--- src/rtl/nextpc_pkg.sv ---
package nextpc_pkg;

    typedef enum logic [1:0] {
        FLOW_SEQ    = 2'b00,
        FLOW_BRANCH = 2'b01,
        FLOW_JUMP   = 2'b10,
        FLOW_CALL   = 2'b11
    } flow_kind_e;

endpackage

--- src/rtl/nextpc_incr.sv ---
module nextpc_incr #(
    parameter int XLEN       = 32,
    parameter int STEP_BYTES = 4,
    parameter int SKIP_BYTES = 4
) (
    input  logic [XLEN-1:0] pc_i,
    output logic [XLEN-1:0] seq_addr_o,
    output logic [XLEN-1:0] skip_addr_o
);
    localparam logic [XLEN-1:0] STEP_INC = XLEN'(STEP_BYTES);
    localparam logic [XLEN-1:0] SKIP_INC = XLEN'(STEP_BYTES + SKIP_BYTES);

    assign seq_addr_o = pc_i + STEP_INC;

    generate
        if (SKIP_BYTES == 0) begin : g_noskip
            assign skip_addr_o = seq_addr_o;
        end else begin : g_skip
            assign skip_addr_o = pc_i + SKIP_INC;
        end
    endgenerate
endmodule

--- src/rtl/nextpc_select.sv ---
module nextpc_select
    import nextpc_pkg::*;
#(
    parameter int XLEN       = 32,
    parameter int WORD_BYTES = 4
) (
    input  logic [1:0]      flow_i,
    input  logic            taken_i,
    input  logic            skip_en_i,
    input  logic [XLEN-1:0] seq_addr_i,
    input  logic [XLEN-1:0] skip_addr_i,
    input  logic [XLEN-1:0] target_i,
    output logic [XLEN-1:0] next_pc_o,
    output logic [XLEN-1:0] link_addr_o,
    output logic            is_call_o
);
    localparam logic [XLEN-1:0] ALIGN_MASK = ~(XLEN'(WORD_BYTES - 1));

    logic [XLEN-1:0] fall_addr;
    logic [XLEN-1:0] tgt_aligned;

    always_comb begin
        fall_addr   = skip_en_i ? skip_addr_i : seq_addr_i;
        tgt_aligned = target_i & ALIGN_MASK;
        link_addr_o = fall_addr;
        is_call_o   = 1'b0;
        unique case (flow_kind_e'(flow_i))
            FLOW_SEQ:    next_pc_o = seq_addr_i;
            FLOW_BRANCH: next_pc_o = taken_i ? tgt_aligned : fall_addr;
            FLOW_JUMP:   next_pc_o = tgt_aligned;
            FLOW_CALL: begin
                next_pc_o = tgt_aligned;
                is_call_o = 1'b1;
            end
            default:     next_pc_o = seq_addr_i;
        endcase
    end
endmodule

--- src/rtl/nextpc_unit.sv ---
module nextpc_unit
    import nextpc_pkg::*;
#(
    parameter int              XLEN       = 32,
    parameter int              WORD_BYTES = 4,
    parameter int              SIG_WORDS  = 1,
    parameter logic [XLEN-1:0] RESET_PC   = 32'h0000_1000
) (
    input  logic            clk_i,
    input  logic            rst_ni,
    input  logic            step_i,
    input  logic [1:0]      flow_i,
    input  logic            taken_i,
    input  logic [XLEN-1:0] target_i,
    input  logic            skip_en_i,
    output logic [XLEN-1:0] pc_o,
    output logic [XLEN-1:0] link_o,
    output logic            link_we_o
);
    localparam int SKIP_BYTES = SIG_WORDS * WORD_BYTES;

    typedef struct packed {
        logic [XLEN-1:0] pc;
        logic [XLEN-1:0] link;
        logic            link_we;
    } state_t;

    state_t st_d, st_q;

    logic [XLEN-1:0] seq_addr;
    logic [XLEN-1:0] skip_addr;
    logic [XLEN-1:0] next_pc;
    logic [XLEN-1:0] link_addr;
    logic            is_call;

    nextpc_incr #(
        .XLEN      (XLEN),
        .STEP_BYTES(WORD_BYTES),
        .SKIP_BYTES(SKIP_BYTES)
    ) incr_i (
        .pc_i       (st_q.pc),
        .seq_addr_o (seq_addr),
        .skip_addr_o(skip_addr)
    );

    nextpc_select #(
        .XLEN      (XLEN),
        .WORD_BYTES(WORD_BYTES)
    ) sel_i (
        .flow_i     (flow_i),
        .taken_i    (taken_i),
        .skip_en_i  (skip_en_i),
        .seq_addr_i (seq_addr),
        .skip_addr_i(skip_addr),
        .target_i   (target_i),
        .next_pc_o  (next_pc),
        .link_addr_o(link_addr),
        .is_call_o  (is_call)
    );

    always_comb begin
        st_d         = st_q;
        st_d.link_we = 1'b0;
        if (step_i) begin
            st_d.pc = next_pc;
            if (is_call) begin
                st_d.link    = link_addr;
                st_d.link_we = 1'b1;
            end
        end
    end

    always_ff @(posedge clk_i) begin
        if (!rst_ni) begin
            st_q.pc      <= RESET_PC;
            st_q.link    <= '0;
            st_q.link_we <= 1'b0;
        end else begin
            st_q <= st_d;
        end
    end

    assign pc_o      = st_q.pc;
    assign link_o    = st_q.link;
    assign link_we_o = st_q.link_we;
endmodule

--- config.mk ---
export PLATFORM = sky130hd
export DESIGN_NAME = nextpc_unit
export DESIGN_NICKNAME = d
export VERILOG_FILES = /design/src/rtl/nextpc_pkg.sv /design/src/rtl/nextpc_incr.sv /design/src/rtl/nextpc_select.sv /design/src/rtl/nextpc_unit.sv
export SDC_FILE = /design/constraint.sdc
export NUM_CORES = 1
export LEC_CHECK = 0
export BUFFER_PORTS_ARGS = -buffer_cell sky130_fd_sc_hd__buf_2
export CAP_MARGIN = 5
export CORE_ASPECT_RATIO = 0.7
export CORE_MARGIN = 10
export CORE_UTILIZATION = 58
export DETAILED_ROUTE_END_ITERATION = 7
export PLACE_DENSITY = 0.88
export SYNTH_ARGS = -nofsm -noshare
export SYNTH_HDL_FRONTEND = slang
export SYNTH_SLANG_ARGS = --single-unit
--- constraint.sdc ---
create_clock -name clk_i -period 5.5 [get_ports clk_i]
set_clock_uncertainty 0.15 [all_clocks]
set_input_delay 1.1 -clock clk_i [delete_from_list [all_inputs] [get_ports clk_i]]
set_output_delay 1.1 -clock clk_i [all_outputs]
set_load 0.01 [all_outputs]
After elaboration in Yosys (flattened, before gate mapping)
Index checks and enable logic that the tools add are counted.
{"block": "totals", "reg_bits": 65, "input_bits": 39, "out_inout_bits": 65, "wordCells": 17}
{"block": "classes", "add_sub_neg": 2, "eq_ne": 3, "muxes": 5, "n_reduce_logical": 4}
{"cell": "32-bit case mux with 3 select lines", "count": 1}
{"cell": "32-bit two-way mux", "count": 2}
{"cell": "32-bit by 3-bit adder with 32-bit output (second input constant)", "count": 1}
{"cell": "32-bit by 4-bit adder with 32-bit output (second input constant)", "count": 1}
{"cell": "2-bit == test (second input constant)", "count": 2}
{"cell": "2-bit AND reduction", "count": 2}
{"cell": "2-bit by 1-bit == test with 1-bit output (second input constant)", "count": 1}
{"cell": "2-bit logical NOT", "count": 1}
{"cell": "1-bit two-way mux", "count": 2}
{"cell": "2-bit OR reduction", "count": 1}

Depth between registers and ports, before layout
{"block": "logic_depth", "depth_word": 4, "ltp_mapped": 9, "depth_no_buf": 7}

Hierarchy
Synthesis repeated with hierarchy kept, for this count alone.
{"block": "hier_totals", "cells_unflattened": 534, "area_unflattened_um2": 4703.3}
{"mod": "nextpc_unit", "n_inst": 1, "cells_per_inst": 252, "area_each_um2": 2477.4, "seq_area_each_um2": 1301.2}
{"mod": "nextpc_select", "n_inst": 1, "cells_per_inst": 117, "area_each_um2": 1131.1, "seq_area_each_um2": 0.0}
{"mod": "nextpc_incr", "n_inst": 1, "cells_per_inst": 165, "area_each_um2": 1094.8, "seq_area_each_um2": 0.0}

Least setup slack after synthesis
No wires, ideal clock.
{"block": "synth_timing", "kind": "input to register", "start": "input skip_en_i", "end": "register st_q, in the netlist pc_o[20]", "setup_time_ns": 0.116, "arrival_ns": 2.524, "required_time_ns": 5.234, "path_slack_ns": 2.710, "path_stages": 8, "path_cell_list": "buf_2 nand2_1 nor2_1 clkbuf_1 o211ai_1 xnor2_1 a21oi_1 a31o_2"}
{"block": "synth_via", "elab_chain_cells": 3}
{"item": "start: declaration", "line_no": "nextpc_unit.sv:15", "source": "input logic skip_en_i,"}
{"item": "32-bit two-way mux", "line_no": "nextpc_select.sv:23", "source": "fall_addr = skip_en_i ? skip_addr_i : seq_addr_i;"}
{"item": "32-bit two-way mux", "line_no": "nextpc_select.sv:29", "source": "FLOW_BRANCH: next_pc_o = taken_i ? tgt_aligned : fall_addr;"}
{"item": "32-bit case mux with 3 select lines", "line_no": "nextpc_select.sv:27", "source": "unique case (flow_kind_e'(flow_i))"}
{"item": "end signal: assignment", "line_no": "nextpc_unit.sv:79", "source": "st_q <= st_d;"}
{"item": "end: declaration", "line_no": "nextpc_unit.sv:28", "source": "state_t st_d, st_q;"}
No other way between the ends.
A chain may end at the register's enable or synchronous reset.

Worst setup path after layout
{"block": "layout_timing", "start": "register st_q, in the netlist pc_o[2]", "end": "register st_q, in the netlist link_o[16]"}
{"block": "layout_via", "elab_chain_cells": 2}
{"item": "32-bit by 3-bit adder with 32-bit output / 32-bit by 4-bit adder with 32-bit output (equally long branches)", "line_no": "nextpc_incr.sv:13, nextpc_incr.sv:19"}
{"item": "32-bit two-way mux (*)", "line_no": "nextpc_select.sv:23"}
Mark *: on every way between the ends. The rest lies on a longest branch, timed or not.

==> out/summary.txt <==
Status - complete, no violations
Die H - 91.4 µm
Sequential area share after synthesis - 28.9%
Worst Path Required - 5.60 ns
Cell Area, Synth - 0.00423 mm²
Area Growth Syn to Fin - 13.5%
IO Port Bufs - 97
P_int - 0.000764 W
# IOs - 104
Setup TNS - 0 ns
Pre-CTS setup slack - 1.95 ns
Final Non-Filler Cells - 745
ANT cells - 0
Crit start category - register
Finished Cell Area - 0.00480 mm²
Core area - 0.00691 mm²
CTS resizes - 0
Clock slew at reported path FFs - 0.08 ns
# nets final - 687
Hold/Removal Path Class - register to register
Final Max Tran Viols - 0
Syn Inst Count - 592
Vias in the first global route - 4567
Final Core Density - 69.4%
CTS Buf Count - 9
MaxCap Viol Count - 0
Ys async rst share - 0%
Ys flop type - dfxtp_1
Ratio of final minimum period to clock period - 60.4%
Post-synth EDFFs - 0
Remaining Overflow, GRT - 0
#FFs+latches synth - 61
Crit path DAT - 3.42 ns
Crit-path max FO - 13
Final ANT Viol Nets - 0
Final WS setup - 2.18 ns
Hpwl dp - 10.2 mm
Slowest cell on crit path - nor3_2
Clock root cell - clkbuf_8
VDD IR max - 0.148 mV
Iter 0 DRT Violations - 935
Crit end category - register
Most frequent cells in the layout - buf_2 (97), nand2_1 (72), nor2_1 (66)
WL per Instance - 20.0 µm
Filler cells - 578
TritonCTS Sinks - 61
FF/Latch Area - 0.00122 mm²
Share of layout cells above drive strength 1 - 20.7%
Clock buffer depth - 2
Commonest non-fill, non-tap cell in the layout - buf_2
Worst-margin pin slew - 1.01 ns
LEAKAGE - 1.94 nW
Sw power - 0.000391 W
Final Hold Vio Count - 0
Starting Density - 61.2%
Die ar. - 0.0112 mm²
Initial antenna violation count - 0
Endpoints failing setup - 0
Remaining DRCs - 0
Sequential Power Share - 44.7%
Switch share - 33.8%
CP peak stage delay - 0.82 ns
First-pass GRT wire length - 23.3 mm
Via count - 4915
Power density cells - 241 mW/mm²
Logic pwr share - 19.2%
Yosys cell types - 53
Std cell rows - 25
Area of the multi-input gates - 0.00271 mm²
Critical setup path kind - register to register
Post-DR vias/cell - 6.60
Routability cong. - 0.976
Drt total wl - 14.9 mm
YS warnings - 0
Highest Clock Rate - 0.301 GHz
Minimum clock period - 3.32 ns
Post-CTS setup buffers - 0
Placement Cell Area - 0.00460 mm²
Avg Cell Area, Syn - 7.14 µm²
Slew headroom - 32.7%
Clock Latency Late Sink - 0.36 ns
Tot GR Track Use - 25.4%
Largest net degree at the start of global routing - 68
H-tree levels - 3
Post-CTS Hold Buffers - 0
Pre-antenna DRT Iters - 7
RSZ-0062 raised after global routing - no
Clock network fraction of design power - 36.2%
Die width - 122 µm
Number of placed instances, taps included - 729
Worst path cell trace - ha_1, nand3_2, nor3_2, o21ai_1, or2_2, xor2_1, a211oi_1
CTS tree - done
[kinds of logic (layout without fill, tap and decap cells)]
logic type / Yosys count / in the layout / share of synthesized area, %
compound gates: 181 / 181 / 26.3
xor+xnor: 43 / 43 / 8.91
fa+ha+maj: 2 / 2 / 0.592
buf+inv: 69 / 125 / 7.28
flops: 61 / 61 / 28.9
mux: 5 / 5 / 1.30
other cells: 1 / 4 / 0.0887
simple gates: 230 / 230 / 26.7
[cell type report]
class | count | share of cell area [%]
multi-input cells | 465 | 56.5
flip-flops and latches | 61 | 25.4
repair buffers | 102 | 10.9
clock buffers | 9 | 2.58
well taps | 94 | 2.45
clock inverters | 7 | 1.56
inverters | 7 | 0.548
[Yosys cell counts (5+ instances only)]
library cell / number / area, µm²
nand2_1: 72 / 270
nor2_1: 66 / 248
dfxtp_1: 61 / 1220
o21ai_0: 56 / 280
a21oi_1: 50 / 250
clkbuf_1: 37 / 139
xnor2_1: 26 / 228
nor3_1: 18 / 90.1
nand3_1: 17 / 85.1
xor2_1: 17 / 149
buf_2: 15 / 75.1
nand4_1: 15 / 93.8
a211oi_1: 14 / 105
nor4_1: 9 / 56.3
o211ai_1: 9 / 67.6
a31oi_1: 8 / 50.1
buf_4: 8 / 60.1
o21a_1: 7 / 52.6
inv_1: 6 / 22.5
nand2b_1: 6 / 37.5
a21o_1: 5 / 37.5
o2111ai_1: 5 / 43.8
or2_2: 5 / 31.3
or3_1: 5 / 31.3
[stage by stage]
step	hold WS, ns	total power [W]
2_1_floorplan	0.326	0.000660
3_3_place_gp	0.291	0.000727
4_1_cts	0.301	0.00115
3_5_place_dp	0.291	0.000737
5_1_grt	0.326	0.00120
6_report	0.299	0.00116
[power groups by stage]
stage | clock [W] | sequential, W | combinational, W
finish | 0.000418 | 0.000516 | 0.000221
global route | 0.000434 | 0.000520 | 0.000241
CTS | 0.000416 | 0.000513 | 0.000216
detailed placement | 0 | 0.000523 | 0.000214
global placement | 0 | 0.000520 | 0.000207
floorplan | 0 | 0.000511 | 0.000149
[registers in the layout, summed over array words and instances (netlist names)]
name	cells
link_we_o	1
link_o	30
pc_o	30
[worst paths after layout]
| path | cells after the start | startpoint | to | slack, ns |
|---|---|---|---|---|
| setup / recovery | 7 | pc_o[2]$_SDFFE_PN0P_ | link_o[16]$_SDFFE_PN0P_ | 2.18 |
| hold / removal | 2 | link_o[2]$_SDFFE_PN0P_ | link_o[2]$_SDFFE_PN0P_ | 0.30 |
| setup reg to reg | 7 | pc_o[2]$_SDFFE_PN0P_ | link_o[16]$_SDFFE_PN0P_ | 2.18 |
| hold reg to reg | 2 | link_o[2]$_SDFFE_PN0P_ | link_o[2]$_SDFFE_PN0P_ | 0.30 |
[metal layers]
layer	global-route usage, %	up-vias	part of all wire, %
li1	-	2202	-
met1	33.2	2225	39
met2	37.0	433	41
met3	9.89	55	17
met4	8.51	0	2.2
met5	0	-	0
[worst max-delay path, delay by kind of cell (launching register included)]
kind / cells / cell delay (ns)
adders and majority gates: 1 / 0.31
and+or+nand+nor: 3 / 1.41
AOI/OAI and AO/OA: 2 / 0.58
DFF: 1 / 0.59
xor gates and xnor gates: 1 / 0.17
Note: power is estimated with default switching activity, not from simulation.
